`src/rtl/lbc_pkg.sv`:
```
package lbc_pkg;

   // Classification of a loop branch from the current counters
   typedef enum logic [1:0] {
      BK_KERNEL = 2'd0,
      BK_DRAIN  = 2'd1,
      BK_EXIT   = 2'd2
   } br_kind_e;

   function automatic logic kind_taken(br_kind_e k);
      return (k != BK_EXIT);
   endfunction

   function automatic logic kind_fill(br_kind_e k);
      return (k == BK_KERNEL);
   endfunction

endpackage

```
`src/rtl/lbc_counters.sv`:
```
module lbc_counters
   import lbc_pkg::*;
#(
   parameter int LC_W = 16,
   parameter int EC_W = 6
) (
   input  logic            clk,
   input  logic            rst_n,
   input  logic            lc_wr_en,
   input  logic [LC_W-1:0] lc_wr_data,
   input  logic            ec_wr_en,
   input  logic [EC_W-1:0] ec_wr_data,
   input  logic            br_valid,
   output logic            br_taken,
   output logic            fill_bit,
   output logic [LC_W-1:0] lc_q,
   output logic [EC_W-1:0] ec_q
);

   br_kind_e        kind;
   logic [LC_W-1:0] lc_nxt;
   logic [EC_W-1:0] ec_nxt;

   always_comb begin
      if (lc_q != '0)
         kind = BK_KERNEL;
      else if (ec_q > EC_W'(1))
         kind = BK_DRAIN;
      else
         kind = BK_EXIT;
   end

   assign br_taken = br_valid & kind_taken(kind);
   assign fill_bit = kind_fill(kind);

   always_comb begin
      lc_nxt = lc_q;
      ec_nxt = ec_q;
      if (br_valid) begin
         if (kind == BK_KERNEL)
            lc_nxt = lc_q - LC_W'(1);
         else if (ec_q != '0)
            ec_nxt = ec_q - EC_W'(1);
      end
      if (lc_wr_en) lc_nxt = lc_wr_data;
      if (ec_wr_en) ec_nxt = ec_wr_data;
   end

   always_ff @(posedge clk) begin
      if (!rst_n) begin
         lc_q <= '0;
         ec_q <= '0;
      end else begin
         lc_q <= lc_nxt;
         ec_q <= ec_nxt;
      end
   end


   lc_step_chk: assert property (@(posedge clk) disable iff (!rst_n)
      (br_valid && !lc_wr_en && !ec_wr_en && lc_q != '0)
         |=> (lc_q == $past(lc_q) - LC_W'(1)) && (ec_q == $past(ec_q)));


   ec_drain_chk: assert property (@(posedge clk) disable iff (!rst_n)
      (br_valid && !lc_wr_en && !ec_wr_en && lc_q == '0 && ec_q > EC_W'(1))
         |=> (ec_q == $past(ec_q) - EC_W'(1)) && (lc_q == '0));


   exit_fall_chk: assert property (@(posedge clk) disable iff (!rst_n)
      (br_valid && lc_q == '0 && ec_q <= EC_W'(1)) |-> !br_taken);


   exit_ec_chk: assert property (@(posedge clk) disable iff (!rst_n)
      (br_valid && !ec_wr_en && lc_q == '0 && ec_q <= EC_W'(1)) |=> (ec_q == '0));


   cnt_hold_chk: assert property (@(posedge clk) disable iff (!rst_n)
      (!br_valid && !lc_wr_en && !ec_wr_en) |=> $stable(lc_q) && $stable(ec_q));

endmodule

```
`src/rtl/lbc_pred_rot.sv`:
```
module lbc_pred_rot #(
   parameter int NUM_PRED        = 64,
   parameter int NUM_STATIC_PRED = 16
) (
   input  logic                clk,
   input  logic                rst_n,
   input  logic                shift_en,
   input  logic                fill_bit,
   input  logic                wr_en,
   input  logic [NUM_PRED-1:0] wr_data,
   output logic [NUM_PRED-1:0] pred_q
);

   localparam int S = NUM_STATIC_PRED;
   localparam int N = NUM_PRED;

   logic [N-1:0] bank;
   logic [N-1:0] shifted;

   // Static part is untouched; the rotating part moves up one place
   assign shifted = {bank[N-2:S], fill_bit, bank[S-1:0]};

   always_ff @(posedge clk) begin
      if (!rst_n)
         bank <= N'(1);
      else if (wr_en)
         bank <= {wr_data[N-1:1], 1'b1};
      else if (shift_en)
         bank <= shifted;
   end

   assign pred_q = bank;


   fill_enter_chk: assert property (@(posedge clk) disable iff (!rst_n)
      (shift_en && !wr_en) |=> (pred_q[S] == $past(fill_bit)));


   rot_move_chk: assert property (@(posedge clk) disable iff (!rst_n)
      (shift_en && !wr_en) |=> (pred_q[N-1:S+1] == $past(pred_q[N-2:S])));


   static_keep_chk: assert property (@(posedge clk) disable iff (!rst_n)
      (shift_en && !wr_en) |=> (pred_q[S-1:0] == $past(pred_q[S-1:0])));


   wr_load_chk: assert property (@(posedge clk) disable iff (!rst_n)
      wr_en |=> (pred_q[N-1:1] == $past(wr_data[N-1:1])));

endmodule

```
`src/rtl/lbc_rename.sv`:
```
module lbc_rename #(
   parameter int NUM_GR      = 128,
   parameter int GR_ROT_BASE = 32
) (
   input  logic                              clk,
   input  logic                              rst_n,
   input  logic                              rot_en,
   input  logic [$clog2(NUM_GR)-1:0]         log_idx,
   output logic [$clog2(NUM_GR)-1:0]         phys_idx,
   output logic [$clog2(NUM_GR-GR_ROT_BASE)-1:0] rrb_q
);

   localparam int ROT_SIZE = NUM_GR - GR_ROT_BASE;
   localparam int RRB_W    = $clog2(ROT_SIZE);
   localparam int GR_W     = $clog2(NUM_GR);
   localparam bit IS_POW2  = ((1 << RRB_W) == ROT_SIZE);

   logic [RRB_W-1:0] rrb;
   logic [GR_W-1:0]  offset;
   logic [RRB_W-1:0] wrapped;

   always_ff @(posedge clk) begin
      if (!rst_n)
         rrb <= '0;
      else if (rot_en)
         rrb <= (rrb == '0) ? RRB_W'(ROT_SIZE - 1) : rrb - RRB_W'(1);
   end

   assign rrb_q  = rrb;
   assign offset = log_idx - GR_W'(GR_ROT_BASE);

   generate
      if (IS_POW2) begin : g_mask
         assign wrapped = offset[RRB_W-1:0] + rrb;
      end else begin : g_fold
         logic [RRB_W:0] sum;
         assign sum     = {1'b0, offset[RRB_W-1:0]} + {1'b0, rrb};
         assign wrapped = (sum >= (RRB_W+1)'(ROT_SIZE))
                          ? RRB_W'(sum - (RRB_W+1)'(ROT_SIZE)) : sum[RRB_W-1:0];
      end
   endgenerate

   assign phys_idx = (log_idx < GR_W'(GR_ROT_BASE)) ? log_idx
                     : GR_W'(GR_ROT_BASE) + GR_W'(wrapped);


   rrb_move_chk: assert property (@(posedge clk) disable iff (!rst_n)
      rot_en |=> (rrb_q != $past(rrb_q)));


   rrb_wrap_chk: assert property (@(posedge clk) disable iff (!rst_n)
      (rot_en && rrb_q == '0) |=> (rrb_q == RRB_W'(ROT_SIZE - 1)));


   rrb_hold_chk: assert property (@(posedge clk) disable iff (!rst_n)
      !rot_en |=> $stable(rrb_q));


   map_range_chk: assert property (@(posedge clk) disable iff (!rst_n)
      (log_idx >= GR_W'(GR_ROT_BASE)) |-> (phys_idx >= GR_W'(GR_ROT_BASE)));

endmodule

```
`src/rtl/loop_branch_ctl.sv`:
```
module loop_branch_ctl #(
   parameter int LC_W            = 16,
   parameter int EC_W            = 6,
   parameter int NUM_PRED        = 64,
   parameter int NUM_STATIC_PRED = 16,
   parameter int NUM_GR          = 128,
   parameter int GR_ROT_BASE     = 32,
   localparam int RRB_W          = $clog2(NUM_GR - GR_ROT_BASE),
   localparam int GR_W           = $clog2(NUM_GR)
) (
   input  logic                clk,
   input  logic                rst_n,
   input  logic                lc_wr_en,
   input  logic [LC_W-1:0]     lc_wr_data,
   input  logic                ec_wr_en,
   input  logic [EC_W-1:0]     ec_wr_data,
   input  logic                pr_wr_en,
   input  logic [NUM_PRED-1:0] pr_wr_data,
   input  logic                br_valid,
   output logic                br_taken,
   output logic [LC_W-1:0]     lc_q,
   output logic [EC_W-1:0]     ec_q,
   output logic [NUM_PRED-1:0] pred_q,
   output logic [RRB_W-1:0]    rrb_q,
   input  logic [GR_W-1:0]     map_log_idx,
   output logic [GR_W-1:0]     map_phys_idx
);

   generate
      if (NUM_STATIC_PRED < 1 || NUM_STATIC_PRED > NUM_PRED - 2) begin : g_bad_pred
         $error("static predicate count out of range");
      end
      if (GR_ROT_BASE < 1 || NUM_GR - GR_ROT_BASE < 2) begin : g_bad_gr
         $error("rotating register region out of range");
      end
      if (LC_W < 1 || EC_W < 2) begin : g_bad_cnt
         $error("counter widths too small");
      end
   endgenerate

   logic fill_bit;

   lbc_counters #(
      .LC_W (LC_W),
      .EC_W (EC_W)
   ) u_cnt (
      .clk        (clk),
      .rst_n      (rst_n),
      .lc_wr_en   (lc_wr_en),
      .lc_wr_data (lc_wr_data),
      .ec_wr_en   (ec_wr_en),
      .ec_wr_data (ec_wr_data),
      .br_valid   (br_valid),
      .br_taken   (br_taken),
      .fill_bit   (fill_bit),
      .lc_q       (lc_q),
      .ec_q       (ec_q)
   );

   lbc_pred_rot #(
      .NUM_PRED        (NUM_PRED),
      .NUM_STATIC_PRED (NUM_STATIC_PRED)
   ) u_pred (
      .clk      (clk),
      .rst_n    (rst_n),
      .shift_en (br_valid),
      .fill_bit (fill_bit),
      .wr_en    (pr_wr_en),
      .wr_data  (pr_wr_data),
      .pred_q   (pred_q)
   );

   lbc_rename #(
      .NUM_GR      (NUM_GR),
      .GR_ROT_BASE (GR_ROT_BASE)
   ) u_ren (
      .clk      (clk),
      .rst_n    (rst_n),
      .rot_en   (br_valid),
      .log_idx  (map_log_idx),
      .phys_idx (map_phys_idx),
      .rrb_q    (rrb_q)
   );


   pred_zero_chk: assert property (@(posedge clk) disable iff (!rst_n)
      pr_wr_en |=> pred_q[0]);


   kernel_take_chk: assert property (@(posedge clk) disable iff (!rst_n)
      (br_valid && lc_q != '0) |-> br_taken);

endmodule

```
`config.mk`:
```
export PLATFORM = sky130hd
export DESIGN_NAME = loop_branch_ctl
export DESIGN_NICKNAME = d
export VERILOG_FILES = /design/src/rtl/lbc_pkg.sv /design/src/rtl/lbc_counters.sv /design/src/rtl/lbc_pred_rot.sv /design/src/rtl/lbc_rename.sv /design/src/rtl/loop_branch_ctl.sv
export SDC_FILE = /design/constraint.sdc
export NUM_CORES = 1
export LEC_CHECK = 0
export BUFFER_PORTS_ARGS = -buffer_cell sky130_fd_sc_hd__buf_4
export CAP_MARGIN = 20
export CORE_MARGIN = 3
export CORE_UTILIZATION = 53
export CTS_BUF_LIST = sky130_fd_sc_hd__clkbuf_4 sky130_fd_sc_hd__clkbuf_8
export DETAILED_ROUTE_END_ITERATION = 7
export PLACE_DENSITY = 0.95
export RECOVER_POWER = 50
export SLEW_MARGIN = 20
export SYNTH_ARGS = -nofsm -noshare
export SYNTH_HDL_FRONTEND = slang
export SYNTH_SLANG_ARGS = --single-unit
export TNS_END_PERCENT = 5
```
`constraint.sdc`:
```
create_clock -name clk -period 4.4 [get_ports clk]
set_input_delay 0.88 -clock clk [delete_from_list [all_inputs] [get_ports clk]]
set_output_delay 0.88 -clock clk [all_outputs]
set_load 0.01 [all_outputs]
```
; ---- Word-level counts from Yosys, hierarchy flattened
; Cells that the tools add are included.
[word_totals]
ff_bits = 92
input_bits = 99
out_inout_bits = 101
[op_classes]
addsub = 7
magnitude_cmp = 3
eq_ne = 2
muxes = 14
bitwise = 1
reduce_logical = 11
[ops]
columns = operator, count
row1 = two-way mux 64 bit, 2
row2 = two-way mux 16 bit, 3
row3 = two-way mux 6 bit, 4
row4 = two-way mux 7 bit, 3
row5 = nonzero test 16 bit, 1
row6 = "subtractor 16 x 1 -> 16 bit, second input constant", 1
row7 = nonzero test 2 bit, 5
row8 = adder 7 x 7 -> 8 bit, 1
row9 = ">= comparator 8 x 7 -> 1 bit, second input constant", 1
row10 = "adder 6 x 7 -> 7 bit, first input constant", 1
row11 = zero test 7 bit, 1
row12 = "less-than comparator 7 x 6 -> 1 bit, second input constant", 1
row13 = "subtractor 7 x 1 -> 7 bit, second input constant", 1
row14 = "subtractor 7 x 6 -> 7 bit, second input constant", 1
row15 = "subtractor 7 bit, second input constant", 1
row16 = "> comparator 6 x 1 -> 1 bit, second input constant", 1
row17 = nonzero test 6 bit, 1
row18 = "subtractor 6 x 1 -> 6 bit, second input constant", 1
row19 = two-way mux 2 bit, 2
row20 = "!= test 2 bit, second input constant", 2
row21 = AND reduction 3 bit, 1
row22 = zero test 2 bit, 1
row23 = AND reduction 2 bit, 1
row24 = AND 1 bit, 1

; ---- Logic depth before layout (Yosys ltp)
; Gate-level depths: netlist (run 1).
[logic_depth]
depth_word = 7
depth_mapped = 9
ltp_nobuf = 9

; ---- Hierarchy
; From an unflattened synthesis (run 1), not the netlist that was laid out.
[hier_totals]
cells_unflattened = 520
area_unflattened_um2 = 5221.3
[modules_own_cells]
columns = mod, n_inst, cells_each, area_per_inst_um2, seq_area_each_um2
row1 = lbc_pred_rot, 1, 263, 3034.2, 1261.2
row2 = lbc_counters, 1, 160, 1401.3, 440.4
row3 = lbc_rename, 1, 97, 785.8, 140.1

; ---- Least setup slack after synthesis (run 1)
; OpenSTA, ideal clock, no wires.
[synth_timing]
path_type = input-to-output
start = input map_log_idx[0]
end = output map_phys_idx[5]
t_arrival_ps = 2405
setup_slack_ps = 1115
path_stages = 9
n_path_buf = 0
path_cell_list = ha_1 -> inv_1 -> fa_1 -> nor2b_1 -> o21ai_0 -> a21oi_1 -> xnor2_1 -> o2111a_1 -> o31ai_1
[synth_via]
elab_chain_cells = 6
word_cells_on_any_way = 8
cone_classes = add/sub (4) / order compare (2) / mux (2)
[synth_rtl]
columns = item, line_no
row1 = from (decl), loop_branch_ctl.sv:25  ; input logic [GR_W-1:0] map_log_idx,
row2 = subtractor 7 x 6 -> 7 bit, lbc_rename.sv:30  ; assign offset = log_idx - GR_W'(GR_ROT_BASE);
row3 = adder 7 x 7 -> 8 bit, lbc_rename.sv:37  ; assign sum = {1'b0, offset[RRB_W-1:0]} + {1'b0, rrb};
row4 = subtractor 7 bit or >= comparator 8 x 7 -> 1 bit (tied branches), "lbc_rename.sv:39, lbc_rename.sv:38"
row5 = two-way mux 7 bit, lbc_rename.sv:39  ; ? RRB_W'(sum - (RRB_W+1)'(ROT_SIZE)) : sum[RRB_W-1:0];
row6 = adder 6 x 7 -> 7 bit, lbc_rename.sv:44  ; : GR_W'(GR_ROT_BASE) + GR_W'(wrapped);
row7 = two-way mux 7 bit *, lbc_rename.sv:43  ; assign phys_idx = (log_idx < GR_W'(GR_ROT_BASE)) ? log_idx
row8 = to (decl), loop_branch_ctl.sv:26  ; output logic [GR_W-1:0] map_phys_idx
; Mark *: on every way between the ends. The rest lies on a longest branch, timed or not.

; ---- Worst setup path in the final report (run 1)
; Same ends and word-level chain as after synthesis.

==> reports/metrics.yaml, run 1 <==
status: "complete, but fails checks"
violations: "capacitance limit, slew limit"
share_clk_of_total_power_pct: 25.0
fin_setup_tns_ns: 0
tritoncts: "built"
timing.critical_path.required_ns: 3.52
place_congestion: 0.887
cts_bufs_inserted: 9
worst_setup_hold_path_clk_slew_ns: 0.09
finalHoldViolCount: 0
arrival_ns: 2.67
synth-warning-count: 0
syn-num-nets: 666
critical_path_sink_type: "output pin"
power_leakage_uw: 0.00268
final_max_slew_viol_count: 170
syn_inst: 552
core_region_area_um2: 8340
avgSynthCellArea_um2: 8.39
antenna-diode-count: 0
initialDrtViolationCount: 313
min_period_over_period_pct: 80.7
synth.top_cell.area_share_pct: 39.8
grt_setup_unrepaired: "no"
critPathMaxFanout: 2
power_report.internal_total_uw: 1510
place.port_buffers: 197
num_io_pins: 200
yosys.cell_types.count: 49
totalPowerFinal_uw: 2250
globalRouteTotalUtil_pct: 26.5
die_width_um: 99.5
criticalPathCategory: "primary input to output pin"
grt_antenna_before_repair: 0
power.share.sequential_pct: 43.7
min-delay-path-class: "register to register"
via_per_inst: 5.45
root_buffer_master: "sky130_fd_sc_hd__clkbuf_8"
drt-pass1-iter-count: 4
setup.worst_path.start_class: "primary input"
final-setup-viol-count: 0
clk_latency_ns: 0.34
vdd_drop_max_mv: 0.199
finalWirelength_um: 13200
wl_per_cell_um: 15.7
layout_cell_share_with_drive_strength_beyond_1_pct: 19.9
slew_headroom_pct: -50.7
grt_overflow: 0
row_count: 33
grt_first_pass_wirelength_um: 21600
nNetsFinal: 844
switchingPower_uw: 738
hold_buffers: 0
power.switching_fraction_pct: 32.8
synth-edff-count: 0
count_of_h_tree_levels_built_during_cts: 3
power_per_cell_area_nw_per_um2: 374
cts_resized: 0
post-route-min-period_ns: 3.55
die_area_um2: 9890
synth-seq-area-share_pct: 39.8
grt_max_degree: 112
fmax_mhz: 282
vias_in_the_first_global_route: 4724
drtAntennaViolNets: 0
power_share_of_the_combinational_group_pct: 31.2
detailroute.via_count: 4581
numClockSinks: 92
most_frequently_used_cell_type_in_the_post_synthesis_netlist: "sky130_fd_sc_hd__nor2_1"
max_cap_viol_count: 2
start_util_pct: 55.5
dp.final_hpwl_um: 9780
cts_max_path_buffers: 2
synth_top_cell_by_area: "sky130_fd_sc_hd__dfxtp_1"
drc: 0
dominantRegCellSynth: "sky130_fd_sc_hd__dfxtp_1"
chipHeight_um: 99.5
post_cts.repair.setup_buffers: 0
top_cell_types_by_occurrence_after_synthesis: "124 x sky130_fd_sc_hd__nor2_1, 92 x sky130_fd_sc_hd__dfxtp_1, 77 x sky130_fd_sc_hd__a21oi_1"
async_flop_share_pct: 0
worstMarginPinSlew_ns: 2.26
area_growth_pct: 30.0
postSynthRegisterBits: 92
post_synth_main_area_contributors: "sky130_fd_sc_hd__dfxtp_1 40%, sky130_fd_sc_hd__mux2i_1 14%, sky130_fd_sc_hd__nor2_1 10%, sky130_fd_sc_hd__a21oi_1 8.3%, sky130_fd_sc_hd__ha_1 3.8%"
netlist_area_um2: 4630
layout_skew_ns: 0.0180
==> kinds of logic (layout without fill, tap and decap cells) <==
kind of cell / count (synthesis) / after routing / synth area share [%]
fa+ha+maj: 15 / 15 / 4.22
mux: 66 / 66 / 14.4
xor+xnor: 27 / 27 / 5.11
flops: 92 / 92 / 39.8
simple gates: 181 / 181 / 17.9
compound gates: 123 / 123 / 14.6
buf+inv: 47 / 230 / 3.89
other cells: 1 / 1 / 0.0810
==> worst max-delay path: stages <==
cell,delay [ns]
sky130_fd_sc_hd__buf_4,0.08
sky130_fd_sc_hd__ha_1,0.16
sky130_fd_sc_hd__inv_1,0.06
sky130_fd_sc_hd__fa_1,0.39
sky130_fd_sc_hd__nor2b_1,0.11
sky130_fd_sc_hd__o21ai_0,0.11
sky130_fd_sc_hd__a21oi_1,0.25
sky130_fd_sc_hd__xnor2_1,0.10
sky130_fd_sc_hd__o2111a_1,0.14
sky130_fd_sc_hd__o31ai_1,0.23
sky130_fd_sc_hd__buf_4,0.16
==> power by group through the flow <==
stage / clock, uW / sequential (uW) / combinational (uW)
CTS: 578 / 985 / 741
global route: 606 / 996 / 783
finish: 564 / 985 / 703
global placement: 0 / 997 / 709
floorplan: 0 / 1020 / 406
detailed placement: 0 / 1000 / 736
==> area by class of cell <==
class                      count  area [um2]
multi-input combinational    413        2610
clock inverter                 6        63.8
timing repair buffer         199        1180
clock buffer                  10         131
tap                          105         131
sequential                    92        1840
fill                         680        2320
inverter                      15        56.3
==> cells in the final DEF, fill, tap and decap left out, drive strengths merged, types with 2 or more instances in the layout <==
master	n
a21o	2
nand3	3
nand2b	4
nor3b	2
clkinv	3
a211oi	2
nor4	4
nand4	5
nand2	11
o31ai	5
or2	2
or3	4
or4	4
clkinvlp	2
inv	15
nor2b	4
xor2	11
a31oi	3
a21oi	77
o21ai	27
mux2	2
nand3b	3
nor2	125
dfxtp	92
mux2i	64
and3	2
buf	116
ha	14
clkbuf	93
nor3	5
xnor2	16
a211o	2
==> per-layer routing <==
metal / global-route usage [%] / vias up / share of wire [%]
met4: 10.9 / 0 / 3.5
li1: - / 2258 / -
met2: 45.6 / 187 / 50
met3: 6.66 / 37 / 7.6
met5: 0 / - / 0
met1: 31.4 / 2099 / 39
==> final timing paths <==
| path | start | to | slack [ns] | cells after the start |
|---|---|---|---|---|
| max reg2reg | u_cnt.lc_q[11]$_SDFFE_PN0P_ | u_cnt.ec_q[1]$_SDFFE_PN0P_ | 2.09 | 6 |
| min reg2reg | u_pred.pred_q[3]$_SDFFE_PN0P_ | u_pred.pred_q[3]$_SDFFE_PN0P_ | 0.51 | 2 |
| max | map_log_idx[0] | map_phys_idx[5] | 0.85 | 11 |
| min | u_pred.pred_q[3]$_SDFFE_PN0P_ | u_pred.pred_q[3]$_SDFFE_PN0P_ | 0.51 | 2 |
==> registers in the layout, summed over array words and instances, names as in the netlist <==
register       cells
u_cnt.lc_q        16
u_cnt.ec_q         6
u_ren.rrb_q        7
u_pred.pred_q     63
==> through the flow <==
step	instance area [um2]	hold WS [ns]	cells	setup slack [ns]	utilization (%)
after floorplan	4630	0.525	552	1.12	-
after global placement	6130	0.474	824	0.884	73.5
after detailed placement	6130	0.487	824	0.857	73.5
after CTS	6330	0.510	840	0.844	75.8
after global routing	6020	0.531	840	0.613	72.1
final	6020	0.506	840	0.849	72.1
Note: power is estimated with default switching activity, not from simulation.
==> inputs of run 2 (changes only) <==
Settings changed: CORE_UTILIZATION 53 to 49, PLACE_DENSITY 0.95 to 0.91.
Clock period 4.4 ns to 3.3 ns, I/O delays scaled along.
==> run 2 against run 1 <==
Compared with the run above: the flow now finishes without violations; clock power grew 36%; global-route usage decreased by 2.3 points; via count rose by 0.44%; critical endpoint unchanged; clock skew shrank 0.0056 ns; critical path type is now register to output pin; routed wire length decreased by 0.61%; register-to-register slack got worse by 1.1 ns; final cell count is 0.48% higher; setup slack got worse by 0.72 ns; sequential share of layout area fell by 0.17 points.
==> reports/metrics.yaml, run 2 (synthesized netlist as in run 1, its figures left out) <==
status: "finished clean"
critical_path.top_delay_family: "compound AO/OA/AOI/OAI gates"
arrival_ns: 2.52  # -0.15 ns
globalRouteTotalUtil_pct: 24.2  # -2.3 points
chipHeight_um: 103  # +3.8%
wl_per_cell_um: 15.5  # -1.1%
critical_path_sink_type: "output pin"
post_cts.repair.setup_buffers: 0  # unchanged
post-route-min-period_ns: 3.18
grt_max_degree: 73  # -35%
power_per_cell_area_nw_per_um2: 498  # +33%
place_congestion: 0.931  # +4.9%
critPathMaxStageDelay_ns: 0.40  # about the same
final_max_slew_viol_count: 0  # -100%
antenna-diode-count: 0  # unchanged
fin_setup_tns_ns: 0  # unchanged
worst_setup_hold_path_clk_slew_ns: 0.09  # about the same
start_util_pct: 51.8  # -3.7 points
slew_headroom_pct: 10.4  # +61 points
finalWirelength_um: 13100  # -0.61%
vdd_drop_max_mv: 0.293  # +48%
detailroute.via_count: 4601  # +0.44%
row_count: 34  # +3.0%
mostFrequentLayoutCell: "sky130_fd_sc_hd__nor2_1"
drc: 0  # unchanged
die_width_um: 103  # +3.8%
numClockSinks: 92  # unchanged
vias_in_the_first_global_route: 4471  # -5.4%
largest_register_ff_count: 63  # unchanged
grt_setup_unrepaired: "no"
totalPowerFinal_uw: 3020  # +34%
setup.reg_to_reg.worst_slack_ns: 0.97  # -1.12 ns
dp.final_hpwl_um: 10000  # +2.4%
criticalPathCategory: "register to output pin"
cts_bufs_inserted: 9  # unchanged
clk_latency_ns: 0.35  # about the same
nNetsFinal: 845  # +0.12%
drtAntennaViolNets: 0  # unchanged
worstPathCellList: "ha_1, inv_1, fa_1, nor2b_1, o21ai_0, a21oi_2, xnor2_1, o2111a_1, o31ai_1, buf_4"
final_cells: 844  # +0.48%
crit_buf_inv: 2  # -1
worstMarginPinSlew_ns: 1.34  # -0.916 ns
tritoncts: "built"
drt-pass1-iter-count: 4  # unchanged
grt_antenna_before_repair: 0  # unchanged
number_of_placed_cells_counting_well_taps: 828  # +0.49%
final-setup-viol-count: 0  # unchanged
final.hold.worst_slack_ns: 0.506  # +0.000850 ns
cts_max_path_buffers: 2  # unchanged
die_area_um2: 10700  # +7.7%
timing.critical_path.required_ns: 2.64  # -0.88 ns
setup.worst_path.start_class: "register"
count_of_h_tree_levels_built_during_cts: 3  # unchanged
highest_delay_cell_along_the_critical_path: "sky130_fd_sc_hd__fa_1"
max_cap_viol_count: 0  # -2
critPathMaxFanout: 4  # +2
fmax_mhz: 315
root_buffer_master: "sky130_fd_sc_hd__clkbuf_8"
layout_skew_ns: 0.0124  # -0.00564 ns
leading_cell_types_in_the_layout_fill_and_taps_excluded: "124 x sky130_fd_sc_hd__nor2_1, 117 x sky130_fd_sc_hd__buf_4, 91 x sky130_fd_sc_hd__dfxtp_1, 80 x sky130_fd_sc_hd__clkbuf_1, 76 x sky130_fd_sc_hd__a21oi_1"
grt_first_pass_wirelength_um: 20500  # -5.1%
core_region_area_um2: 8930  # +7.1%
power_leakage_uw: 0.00270  # +0.74%
grt_overflow: 0  # unchanged
via_per_inst: 5.45  # about the same
min_period_over_period_pct: 96.2
place.port_buffers: 197  # unchanged
num_io_pins: 200  # unchanged
finalHoldViolCount: 0  # unchanged
min-delay-path-class: "register to register"
area_growth_pct: 30.8
initialDrtViolationCount: 159  # -49%
layout_cell_share_with_drive_strength_beyond_1_pct: 20.2  # +0.38 points
## run 2: changes by cell type in the layout (fill, tap and decap cells not counted), sizes merged
cell	change
clkbuf	-1
clkinv	-1
inv	+2
clkinvlp	-1
buf	+2
## run 2: per-layer routing
layer / vias to the layer above / GRT usage [%] / routed length [um]
met5: - / 0 / 0
met4: 0 / 8.27 / 273
met3: 24 / 6.98 / 980
met2: 181 / 44.1 / 6760
met1: 2132 / 26.7 / 5080
li1: 2264 / - / -
## run 2: worst min-delay path, stage by stage, from the launching register on
cell	delay (ns)
sky130_fd_sc_hd__dfxtp_1	0.34
sky130_fd_sc_hd__mux2i_1	0.06
sky130_fd_sc_hd__nor2_1	0.07
## run 2: cell type report
type,instances,area (um2)
Timing Repair Buffer,200,1210
Clock buffer,10,131
Fill cell,767,2880
Inverter,15,56.3
Multi-Input combinational cell,413,2610
Tap cell,108,135
Clock inverter,6,68.8
Sequential cell,92,1840
## run 2: stage by stage
stage | instance area, um2 | setup slack, ns | utilization, %
after floorplan | 4630 | 0.455 | -
after detailed placement | 6170 | 0.108 | 69.0
after global placement | 6170 | 0.211 | 69.0
after CTS | 6370 | 0.0162 | 71.3
after global routing | 6050 | 0.00319 | 67.8
final | 6050 | 0.125 | 67.8
## run 2: worst paths after layout
kind                                                     start                             end  cells past startpoint
worst min register to register  u_pred.pred_q[11]$_SDFFE_PN0P_  u_pred.pred_q[11]$_SDFFE_PN0P_                      2
worst min-delay path            u_pred.pred_q[11]$_SDFFE_PN0P_  u_pred.pred_q[11]$_SDFFE_PN0P_                      2
worst max register to register     u_cnt.lc_q[11]$_SDFFE_PN0P_      u_cnt.ec_q[1]$_SDFFE_PN0P_                      6
worst max-delay path               u_ren.rrb_q[0]$_SDFFE_PN0P_                 map_phys_idx[5]                     10
## run 2: power breakdown
group          internal, uW  switching [uW]  total [uW]
clock network           366             403         769
logic                   449             490         939
registers              1210             104        1310
## run 2: what timing repair did
| item | in CTS | in global routing |
|---|---|---|
| setup endpoints to repair | 0 | 1 |
| gates resized for setup | 0 | 2 |
| hold buffers | 0 | 0 |
